`src/rtl/mbb_pkg.sv`:
```
package mbb_pkg;
  typedef enum logic [1:0] {
    RGN_NONE = 2'd0,
    RGN_ROM  = 2'd1,
    RGN_RAM  = 2'd2
  } region_e;

  // Strobe lane index: bit 0 = write, bit 1 = I/O.
  localparam int LANE_MEM_RD = 0;
  localparam int LANE_MEM_WR = 1;
  localparam int LANE_IO_RD  = 2;
  localparam int LANE_IO_WR  = 3;
  localparam int LANES       = 4;

  // Full decode: all-ones tag is ROM, all-zeros tag is RAM.
  function automatic region_e full_region(input logic all_one, input logic all_zero);
    if (all_one)       return RGN_ROM;
    else if (all_zero) return RGN_RAM;
    else               return RGN_NONE;
  endfunction

  // Partial decode: a single address line picks the region.
  function automatic region_e partial_region(input logic pick_bit);
    return pick_bit ? RGN_ROM : RGN_RAM;
  endfunction
endpackage

```
`src/rtl/mbb_addr_latch.sv`:
```
module mbb_addr_latch #(
  parameter int LO_W = 8,
  parameter int HI_W = 12,
  localparam int ADDR_W = LO_W + HI_W
) (
  input  logic              clk,
  input  logic              rst_n,
  input  logic              ale,
  input  logic [LO_W-1:0]   lo_bus,
  input  logic [HI_W-1:0]   hi_bus,
  output logic [ADDR_W-1:0] addr_q
);
  logic              capture_evt;
  logic [ADDR_W-1:0] addr_next;

  assign capture_evt = ale;
  assign addr_next   = {hi_bus, lo_bus};

  always_ff @(posedge clk or negedge rst_n) begin
    if (!rst_n)           addr_q <= '0;
    else if (capture_evt) addr_q <= addr_next;
  end

  // the value on the lines is captured during the latch pulse
  p_capture_r1: assert property (@(posedge clk) disable iff (!rst_n)
    ale |=> (addr_q == $past({hi_bus, lo_bus})));
  // without a pulse the address holds while the lines carry data
  p_hold_r1: assert property (@(posedge clk) disable iff (!rst_n)
    !ale |=> $stable(addr_q));
endmodule

```
`src/rtl/mbb_cmd_decode.sv`:
```
module mbb_cmd_decode
  import mbb_pkg::*;
(
  input  logic             clk,
  input  logic             rst_n,
  input  logic             rd_n,
  input  logic             wr_n,
  input  logic             io_m,
  output logic [LANES-1:0] strobe_n,
  output logic             any_strobe
);
  // OR-type gating in active-low logic, one lane per command.
  for (genvar i = 0; i < LANES; i++) begin : g_lane
    logic dir_n;
    logic space_n;
    if ((i % 2) == 1) begin : g_wr
      assign dir_n = wr_n;
    end else begin : g_rd
      assign dir_n = rd_n;
    end
    if (i >= 2) begin : g_io
      assign space_n = ~io_m;
    end else begin : g_mem
      assign space_n = io_m;
    end
    assign strobe_n[i] = dir_n | space_n;
  end

  assign any_strobe = ~rd_n | ~wr_n;

  // a memory command and an I/O command never overlap
  p_rd_space_excl_r3: assert property (@(posedge clk) disable iff (!rst_n)
    !(!strobe_n[LANE_MEM_RD] && !strobe_n[LANE_IO_RD]));
  // an I/O write needs the I/O status level
  p_io_wr_space_r4: assert property (@(posedge clk) disable iff (!rst_n)
    !strobe_n[LANE_IO_WR] |-> (io_m && !wr_n));
  // with both strobes idle no command lane is active
  p_idle_quiet_r2: assert property (@(posedge clk) disable iff (!rst_n)
    (rd_n && wr_n) |-> (strobe_n == '1));
endmodule

```
`src/rtl/mbb_region_decode.sv`:
```
module mbb_region_decode
  import mbb_pkg::*;
#(
  parameter int ADDR_W      = 20,
  parameter int REGION_BITS = 13,
  localparam int TAG_W      = ADDR_W - REGION_BITS
) (
  input  logic [ADDR_W-1:0] addr,
  input  logic              partial_mode,
  output region_e           rgn
);
  logic [TAG_W-1:0] tag;
  logic             tag_ones;
  logic             tag_zeros;
  logic             pick_bit;
  region_e          rgn_full;
  region_e          rgn_part;

  assign tag       = addr[ADDR_W-1:REGION_BITS];
  assign tag_ones  = &tag;
  assign tag_zeros = ~|tag;
  assign pick_bit  = addr[REGION_BITS];
  assign rgn_full  = full_region(tag_ones, tag_zeros);
  assign rgn_part  = partial_region(pick_bit);
  assign rgn       = partial_mode ? rgn_part : rgn_full;
endmodule

```
`src/rtl/mux_bus_bridge.sv`:
```
module mux_bus_bridge
  import mbb_pkg::*;
#(
  parameter int LO_W        = 8,
  parameter int HI_W        = 12,
  parameter int REGION_BITS = 13,
  localparam int ADDR_W     = LO_W + HI_W
) (
  input  logic              clk,
  input  logic              rst_n,
  input  logic              partial_mode,
  input  logic              ale,
  input  logic [LO_W-1:0]   ad_in,
  input  logic [HI_W-1:0]   a_hi,
  input  logic              rd_n,
  input  logic              wr_n,
  input  logic              io_m,
  input  logic              dt_r,
  output logic [ADDR_W-1:0] addr_out,
  output logic              mem_rd_n,
  output logic              mem_wr_n,
  output logic              io_rd_n,
  output logic              io_wr_n,
  output logic              rom_cs_n,
  output logic              ram_cs_n,
  output logic              buf_dir,
  output logic              buf_en_n
);
  logic [ADDR_W-1:0] addr_q;
  logic [LANES-1:0]  strobe_n;
  logic              any_strobe;
  logic              mem_active;
  region_e           rgn;

  mbb_addr_latch #(.LO_W(LO_W), .HI_W(HI_W)) u_latch (
    .clk(clk), .rst_n(rst_n), .ale(ale),
    .lo_bus(ad_in), .hi_bus(a_hi), .addr_q(addr_q)
  );

  mbb_cmd_decode u_cmd (
    .clk(clk), .rst_n(rst_n), .rd_n(rd_n), .wr_n(wr_n), .io_m(io_m),
    .strobe_n(strobe_n), .any_strobe(any_strobe)
  );

  mbb_region_decode #(.ADDR_W(ADDR_W), .REGION_BITS(REGION_BITS)) u_rgn (
    .addr(addr_q), .partial_mode(partial_mode), .rgn(rgn)
  );

  assign mem_active = any_strobe & ~io_m;

  assign addr_out = addr_q;
  assign mem_rd_n = strobe_n[LANE_MEM_RD];
  assign mem_wr_n = strobe_n[LANE_MEM_WR];
  assign io_rd_n  = strobe_n[LANE_IO_RD];
  assign io_wr_n  = strobe_n[LANE_IO_WR];
  assign rom_cs_n = ~(mem_active && (rgn == RGN_ROM));
  assign ram_cs_n = ~(mem_active && (rgn == RGN_RAM));
  assign buf_dir  = dt_r;
  assign buf_en_n = ~any_strobe;

  // the two chip selects are never low together
  p_cs_excl_r10: assert property (@(posedge clk) disable iff (!rst_n)
    !(!rom_cs_n && !ram_cs_n));
  // an I/O cycle selects no memory device
  p_io_no_cs_r10: assert property (@(posedge clk) disable iff (!rst_n)
    io_m |-> (rom_cs_n && ram_cs_n));
  // the buffer stays off while both strobes are idle
  p_buf_quiet_r9: assert property (@(posedge clk) disable iff (!rst_n)
    (rd_n && wr_n) |-> buf_en_n);
  // a ROM select in full mode implies the top address bits are all high
  p_rom_tag_r5: assert property (@(posedge clk) disable iff (!rst_n)
    (!rom_cs_n && !partial_mode) |-> (&addr_out[ADDR_W-1:REGION_BITS]));
  // a chip select only appears with a memory command
  p_cs_cmd_r3: assert property (@(posedge clk) disable iff (!rst_n)
    (!rom_cs_n || !ram_cs_n) |-> (!mem_rd_n || !mem_wr_n));
endmodule

```
`config.mk`:
```
export PLATFORM = sky130hd
export DESIGN_NAME = mux_bus_bridge
export DESIGN_NICKNAME = d
export VERILOG_FILES = /design/src/rtl/mbb_pkg.sv /design/src/rtl/mbb_addr_latch.sv /design/src/rtl/mbb_cmd_decode.sv /design/src/rtl/mbb_region_decode.sv /design/src/rtl/mux_bus_bridge.sv
export SDC_FILE = /design/constraint.sdc
export NUM_CORES = 1
export LEC_CHECK = 0
export ABC_AREA = 1
export BUFFER_PORTS_ARGS = -buffer_cell sky130_fd_sc_hd__buf_2
export CAP_MARGIN = 20
export CORE_AREA = 4 4 47 66
export DETAILED_ROUTE_END_ITERATION = 12
export DIE_AREA = 0 0 51 70
export PLACE_DENSITY = 0.73
export SETUP_SLACK_MARGIN = 0.02
export SYNTH_ARGS = -nofsm -noshare
export SYNTH_HDL_FRONTEND = slang
export SYNTH_HIERARCHICAL = 1
export SYNTH_SLANG_ARGS = --single-unit
```
`constraint.sdc`:
```
create_clock -name clk -period 0.9 [get_ports clk]
set_input_delay 0.09 -clock clk [delete_from_list [all_inputs] [get_ports clk]]
set_output_delay 0.09 -clock clk [all_outputs]
set_load 0.02 [all_outputs]
```
==> results of run 1 <==
## worst max-delay path, cell delays in order, from the launching register on
cell and delay (ns):
dfrtp_2 0.43, nor2_1 0.13, nand2_1 0.08, o21ai_2 0.13
inv_1 0.05, nor2_1 0.11, nand2_2 0.05, buf_2 0.15
## kinds of logic after synthesis
group | after synthesis
AOI/OAI and AO/OA | 1
buffers and inverters | 14
DFF | 20
and+or+nand+nor | 84
## metrics by stage
| stage | TNS (ns) | worst slack [ns] | util [%] | cell area [µm²] |
|---|---|---|---|---|
| after floorplan | -0.353 | -0.210 | - | 920 |
| after global routing | -3.72 | -0.708 | 67.2 | 1720 |
| after CTS | -2.67 | -0.611 | 64.3 | 1650 |
| after global placement | -0.449 | -0.259 | 48.0 | 1230 |
| final | -2.59 | -0.606 | 67.2 | 1720 |
| after detailed placement | -0.544 | -0.310 | 48.0 | 1230 |
## repair_timing
action | CTS | global route
pin swaps | 3 | 1
endpoints found under the setup margin | 22 | 23
setup buffers | 5 | 8
resized for setup | 45 | 4
hold buffers | 20 | 0
hold endpoints to repair | 39 | 0
## worst min-delay path by stage
| stage | startpoint | end | slack [ns] |
|---|---|---|---|
| 2_1_floorplan | rst_n | u_latch/addr_q[0] | -0.21 |
| 3_3_place_gp | rst_n | u_latch/addr_q[12] | 0.05 |
| 3_5_place_dp | rst_n | u_latch/addr_q[8] | 0.05 |
| 4_1_cts | ad_in[2] | u_latch/addr_q[2] | 0.006 |
| 5_1_grt | ad_in[2] | u_latch/addr_q[2] | 0.005 |
| 6_report | ad_in[2] | u_latch/addr_q[2] | 0.01 |
## Yosys cell counts, drive strengths merged
master / n / share of area [%]
dfrtp: 20 / 55
nand2: 74 / 31
nor2: 8 / 3.6
buf: 5 / 5.0
nand3: 1 / 0.55
or2: 1 / 0.69
inv: 9 / 3.7
o21ai: 1 / 0.55
## where the power goes
part | leakage, nW | internal, W | switching, W
clock | 0.0210 | 0.000246 | 0.000250
sequential | 0.236 | 0.000983 | 0.0000666
combinational | 0.699 | 0.000412 | 0.000356
total | 0.956 | 0.00164 | 0.000672
## routing by layer
layer | GRT usage [%] | vias to the layer above
met2 | 31.3 | 42
met5 | 0 | -
met4 | 7.49 | 0
li1 | - | 528
met3 | 3.62 | 6
met1 | 16.1 | 495
## area by class of cell
type	count	share of cell area (%)
multi-input combinational	85	19.6
timing repair buffer	92	44.1
sequential	20	29.6
inverter	9	1.96
tap	36	2.62
clock buffer	4	2.11
==> summary.txt, run 1 <==
Run status
  • Status: complete, but fails checks
  • Failing checks: negative setup slack

Final layout
  • Max FFs per register: 20
  • Share of cells above drive strength 1: 42.4%
  • FILL cells: 197
  • Diodes inserted: 0
  • Commonest cells after routing, fill and taps aside: nand2_1 (71), buf_2 (32), buf_6 (26), dlygate4sd3_1 (20), buf_4 (14)
  • Multi-input gate area: 338 µm²
  • Top Registers: u_latch/addr_q x20
  • Area delta synth->final: 89.9%
  • Register name with the most flops: u_latch/addr_q
  • Register Area: 509 µm²
  • Fin nets: 239
  • Most common cell after layout, fill and taps aside: nand2_1
  • Finished Layout Cells: 246

Global routing
  • Vias in the first global route: 1076
  • GR Util All Layers: 16.5%
  • Initial antenna violation count: 0
  • Grt ovf: 0
  • Largest net degree at the start of global routing: 21
  • Global-route wire length before repair: 4.57 mm

Timing
  • Rel. slew slack: 71.6%
  • Post-route minimum period: 1.51 ns
  • RSZ-0062 raised after global routing: true
  • Hold_ws: 0.0145 ns
  • Hold Vio Cnt, Final: 0
  • Fin. max-slew vios: 0
  • Fin Clk Skew: 0 ns
  • Worst slew pin tran: 0.426 ns
  • Final Setup Violations: 22
  • Fmax: 664 MHz
  • Period utilization: 167%
  • Final setup margin: -0.606 ns

Power and ir drop
  • LEAKAGE: 0.956 nW
  • Tot Pwr: 0.00231 W
  • Worst VDD drop: 1.04 mV
  • Pwr dens: 1350 mW/mm²

Clock network
  • CTS Buf Count: 3
  • Clk sinks: 20
  • Clock root buffer master: clkbuf_4
  • CTS clock-pin slew for the worst setup and hold paths: 0.11 ns
  • Clk_lat worst skew: 0.29 ns
  • CTS max path bufs: 2
  • H-tree Lvls: 1
  • TritonCTS clock tree: done

Floorplan
  • Initial Util: 35.4%
  • Die height: 70 µm
  • Core area: 0.00256 mm²
  • Chip Width: 51 µm
  • Die area: 0.00357 mm²
  • Top Ports: 56
  • Row cnt: 22

Route
  • Post-route DRC: 0
  • Avg WL per Cell: 11.9 µm
  • First-pass DRT Iterations: 4
  • Top layer in use: met4
  • Mean number of vias per cell: 4.35
  • Iter 0 DRT Violations: 31
  • Routed length on met1: 1.01 mm
  • Post-route ant nets: 0
  • Metal3 WL: 209 µm
  • Final wirelength: 2.92 mm
  • DR WL met2: 1.66 mm
  • Vias: 1071

Placed design
  • Cell count after placement: 209
  • Hpwl dp: 1.77 mm
  • I/O Buffers: 53
  • Routability cong.: 0.661

Worst setup path
  • Crit path kind: reg -> out
  • Reg2Reg Setup Slack: 0.03 ns
  • Worst Reg-to-Reg Cells: 4
  • CP Capture Point: ram_cs_n
  • R2R Path End: u_latch/addr_q[8]
  • Arrival time worst endpoint: 1.42 ns
  • Worst Setup SP: u_latch/addr_q[16]
  • R2R Path Start: u_latch/addr_q[8]
  • Required @ worst endpoint: 0.81 ns
  • Worst-path fanout max: 3
  • Worst Setup End Kind: output pin
  • Startpoint class of the critical path: flop

Yosys
  • Largest family of logic cells by synthesized area: simple AND/OR/NAND/NOR gates
  • Post-Synth Simple-Gate Area: 35.5%
  • Yosys cell types: 11
  • Syn avg cell area: 7.61 µm²
  • Seq/Total Area, Yosys: 55.2%
  • Number of synthesized register bits: 20
  • Compound-cell area share of the yosys netlist: 0.552%
  • Synth warnings: 6
  • XOR/XNOR Fraction of Synth Area: 0%
  • Mapped cell area: 906 µm²
  • Post-Synthesis Cells: 119
  • Syn nets: 147
  • Area share of fa/ha/maj cells after synthesis: 0%
  • Post-synthesis mux area share: 0%

Worst hold path
  • Hold Crit Class: in -> reg
  • Hold path depth: 3

Run
  • Max-Cap Viols: 0
No activity file was read; power rests on OpenSTA's default activity.
==> run 2, diff against run 1 <==
--- a/config.mk
+++ b/config.mk
@@ -5,13 +5,12 @@
 export SDC_FILE = /design/constraint.sdc
 export NUM_CORES = 1
 export LEC_CHECK = 0
-export ABC_AREA = 1
 export BUFFER_PORTS_ARGS = -buffer_cell sky130_fd_sc_hd__buf_2
 export CAP_MARGIN = 20
 export CORE_AREA = 4 4 47 66
 export DETAILED_ROUTE_END_ITERATION = 12
 export DIE_AREA = 0 0 51 70
-export PLACE_DENSITY = 0.73
+export PLACE_DENSITY = 0.75
 export SETUP_SLACK_MARGIN = 0.02
 export SYNTH_ARGS = -nofsm -noshare
 export SYNTH_HDL_FRONTEND = slang
==> run 2 against run 1 <==
Area after synthesis up 3.3%. The run still ends with negative setup slack left. Sequential share of layout area up 0.78 points. Worst hold slack worse by 0.0011 ns. Final area down 3.3%. Highest routed layer unchanged. Sequential power about the same. Core utilization down 2.2 points. Clock skew unchanged. Combinational power up 15%. Fmax down 25%.
==> summary.txt, run 2 <==
Timing
  • RSZ-0062 raised after global routing: true
  • Worst slew pin tran: 0.442 ns (+0.0166 ns)
  • Final Setup Violations: 31 (+41%)
  • Hold Vio Cnt, Final: 0 (unchanged)
  • Fin. max-slew vios: 0 (unchanged)
  • Fmax: 499 MHz (-25%)
  • Setup TNS: -4.78 ns (-2.19 ns)
  • Final setup margin: -1.10 ns (-0.498 ns)
  • Fin Clk Skew: 0 ns (unchanged)
  • Post-route minimum period: 2.00 ns (+0.498 ns)
  • Period utilization: 223% (+55 points)
  • Rel. slew slack: 70.5% (-1.1 points)

Yosys
  • Yosys cell types: 14 (+3)
  • Syn nets: 86 (-41%)
  • Synth top area cells: dfrtp_1 (53%), mux2_4 (32%), buf_6 (2.4%)
  • Seq/Total Area, Yosys: 53.5% (-1.8 points)
  • Post-synth top area cell: dfrtp_1
  • Primary FF master, synth: dfrtp_1
  • Number of synthesized register bits: 20 (unchanged)
  • EDFF count, synth: 0 (unchanged)
  • FFs w/ async S/R, synth: 100% (unchanged)
  • Synth top cells by count: dfrtp_1 (20), mux2_4 (20), nand2b_1 (3)
  • Post-Synthesis Cells: 58 (-51%)
  • Synth warnings: 6 (unchanged)
  • Syn avg cell area: 16.1 µm² (+110%)
  • Mapped cell area: 936 µm² (+3.3%)
  • Share of the synthesized area in the top cell type: 53.5% (-1.8 points)

Worst setup path
  • Worst Reg-to-Reg Cells: 3 (-1)
  • Arrival time worst endpoint: 1.91 ns (+0.49 ns)
  • Crit path max-delay cell type: or4_4
  • Worst Setup End Kind: output pin
  • Crit path kind: reg -> out
  • Startpoint class of the critical path: flop
  • R2R Path End: u_latch/addr_q[13]
  • Critical-path cell list: or4_4, o41ai_4, nand4bb_2, buf_4
  • Reg2Reg Setup Slack: -0.17 ns (-0.20 ns)
  • CP max stage delay: 0.55 ns (+0.12 ns)
  • Required @ worst endpoint: 0.81 ns (about the same)
  • R2R Path Start: u_latch/addr_q[13]
  • Worst-path fanout max: 2 (-1)

Floorplan
  • Row cnt: 22 (unchanged)
  • Die height: 70 µm (unchanged)
  • Chip Width: 51 µm (unchanged)
  • Die area: 0.00357 mm² (unchanged)
  • Initial Util: 36.6% (+1.2 points)
  • Core area: 0.00256 mm² (unchanged)
  • Top Ports: 56 (unchanged)

Clock network
  • TritonCTS clock tree: done
  • H-tree Lvls: 1 (unchanged)
  • CTS Buf Count: 3 (unchanged)
  • CTS clock-pin slew for the worst setup and hold paths: 0.11 ns (about the same)
  • CTS max path bufs: 2 (unchanged)
  • Clk_lat worst skew: 0.29 ns (about the same)
  • Clk sinks: 20 (unchanged)
  • Clock root buffer master: clkbuf_4

Route
  • Avg WL per Cell: 16.3 µm (+37%)
  • Final wirelength: 2.80 mm (-4.2%)
  • Mean number of vias per cell: 4.64 (+6.6%)
  • Post-route ant nets: 0 (unchanged)
  • Iter 0 DRT Violations: 12 (-61%)
  • Post-route DRC: 0 (unchanged)
  • First-pass DRT Iterations: 4 (unchanged)
  • Vias: 798 (-25%)

Worst hold path
  • Hold path depth: 2 (-1)
  • Hold Path Origin: ad_in[5]
  • Hold Crit Class: in -> reg
  • Hold EP: u_latch/addr_q[5]

Final layout
  • Fin nets: 165 (-31%)
  • FILL cells: 187 (-5.1%)
  • Max FFs per register: 20 (unchanged)
  • Diodes inserted: 0 (unchanged)
  • Top Registers: u_latch/addr_q x20
  • Area delta synth->final: 77.8%
  • Final design utilization: 65.0% (-2.2 points)
  • Finished Layout Cells: 172 (-30%)
  • Share of cells above drive strength 1: 76.5% (+34 points)
  • Commonest cells after routing, fill and taps aside: buf_2 (31), buf_6 (31), mux2_4 (20), dfrtp_1 (16), buf_4 (9)
  • Register name with the most flops: u_latch/addr_q

Placed design
  • Routability cong.: 0.689 (+4.2%)
  • Cell count after placement: 154 (-26%)
  • I/O Buffers: 53 (unchanged)
  • Hpwl dp: 1.74 mm (-1.6%)

Global routing
  • Vias in the first global route: 863 (-20%)
  • Largest net degree at the start of global routing: 21 (unchanged)
  • Initial antenna violation count: 0 (unchanged)
  • GR Util All Layers: 16.1% (-0.41 points)
  • Global-route wire length before repair: 4.27 mm (-6.5%)
  • Grt ovf: 0 (unchanged)

Run status
  • Failing checks: negative setup slack
  • Status: complete, but fails checks

Power and ir drop
  • Tot Pwr: 0.00247 W (+6.8%)
  • Pwr dens: 1490 mW/mm² (+10%)
  • Worst VDD drop: 0.799 mV (-23%)
  • LEAKAGE: 0.846 nW (-11%)

Run
  • Max-Cap Viols: 0 (unchanged)
==> run 2: cell count changes after synthesis, moves of 2 or more <==
| cell | change |
|---|---|
| nand4bb_1 | +2 |
| inv_1 | -7 |
| nand2_1 | -72 |
| nor2_1 | -7 |
| buf_4 | -2 |
| nand2b_1 | +3 |
| mux2_4 | +20 |
==> run 2: worst max-delay path by stage <==
stage,from,end,slack [ns],depth (start not counted)
after floorplan,u_latch/addr_q[14],ram_cs_n,-0.67,3
after global placement,u_latch/addr_q[14],rom_cs_n,-0.70,4
after detailed placement,u_latch/addr_q[14],rom_cs_n,-0.73,4
after CTS,u_latch/addr_q[14],rom_cs_n,-1.03,4
after global routing,u_latch/addr_q[14],rom_cs_n,-1.15,4
final,u_latch/addr_q[14],rom_cs_n,-1.10,4
==> run 2: what timing repair did <==
action,in CTS,in global routing
buffers inserted,11,4
resized for setup,52,6
endpoints found under the setup margin,29,34
pin swaps,1,0
endpoints found under the hold margin,20,3
hold buffers,1,3
==> run 2: critical path: cells and delay by family (launching register included) <==
family                 cells  cell delay, ns
DFF                        1            0.42
and+or+nand+nor            2            0.76
AOI/OAI and AO/OA          1            0.29
buffers and inverters      1            0.15
==> run 2: final cells by class <==
| type | count | area, µm² | share of cell area, % |
|---|---|---|---|
| Multi-Input combinational cell | 34 | 422 | 25.3 |
| Inverter | 1 | 3.75 | 0.226 |
| Timing Repair Buffer | 77 | 652 | 39.2 |
| Tap cell | 36 | 45.0 | 2.71 |
| Clock buffer | 4 | 36.3 | 2.18 |
| Sequential cell | 20 | 505 | 30.4 |
==> run 2: cells by family (layout without fill, tap and decap cells) <==
kind of cell,count (synthesis),in the layout,share of synthesized area [%]
compound gates,2,2,2.27
flops,20,20,53.5
simple gates,12,12,8.56
buf+inv,4,82,3.61
mux,20,20,32.1
==> run 2: metrics by stage <==
step	instance area (µm²)	setup slack, ns	hold WS, ns
after floorplan	945	-0.668	-0.206
after global placement	1330	-0.696	0.0436
after detailed placement	1330	-0.731	0.0662
after CTS	1620	-1.03	0.000725
after global routing	1660	-1.15	-0.000939
final	1660	-1.10	0.0135
==> run 2: layer usage <==
metal / up-vias / global-route usage [%] / wire length [µm]
met2: 45 / 31.1 / 1670
met4: 0 / 6.89 / 47
met5: - / 0 / 0
met1: 384 / 15.2 / 901
li1: 361 / - / -
met3: 8 / 3.62 / 175
==> run 2: report_power, final <==
part	switching, W	total (W)	internal, W
Clock	0.000269	0.000515	0.000246
Combinational	0.000352	0.000884	0.000532
Sequential	0.0000821	0.00107	0.000992
Total	0.000702	0.00247	0.00177
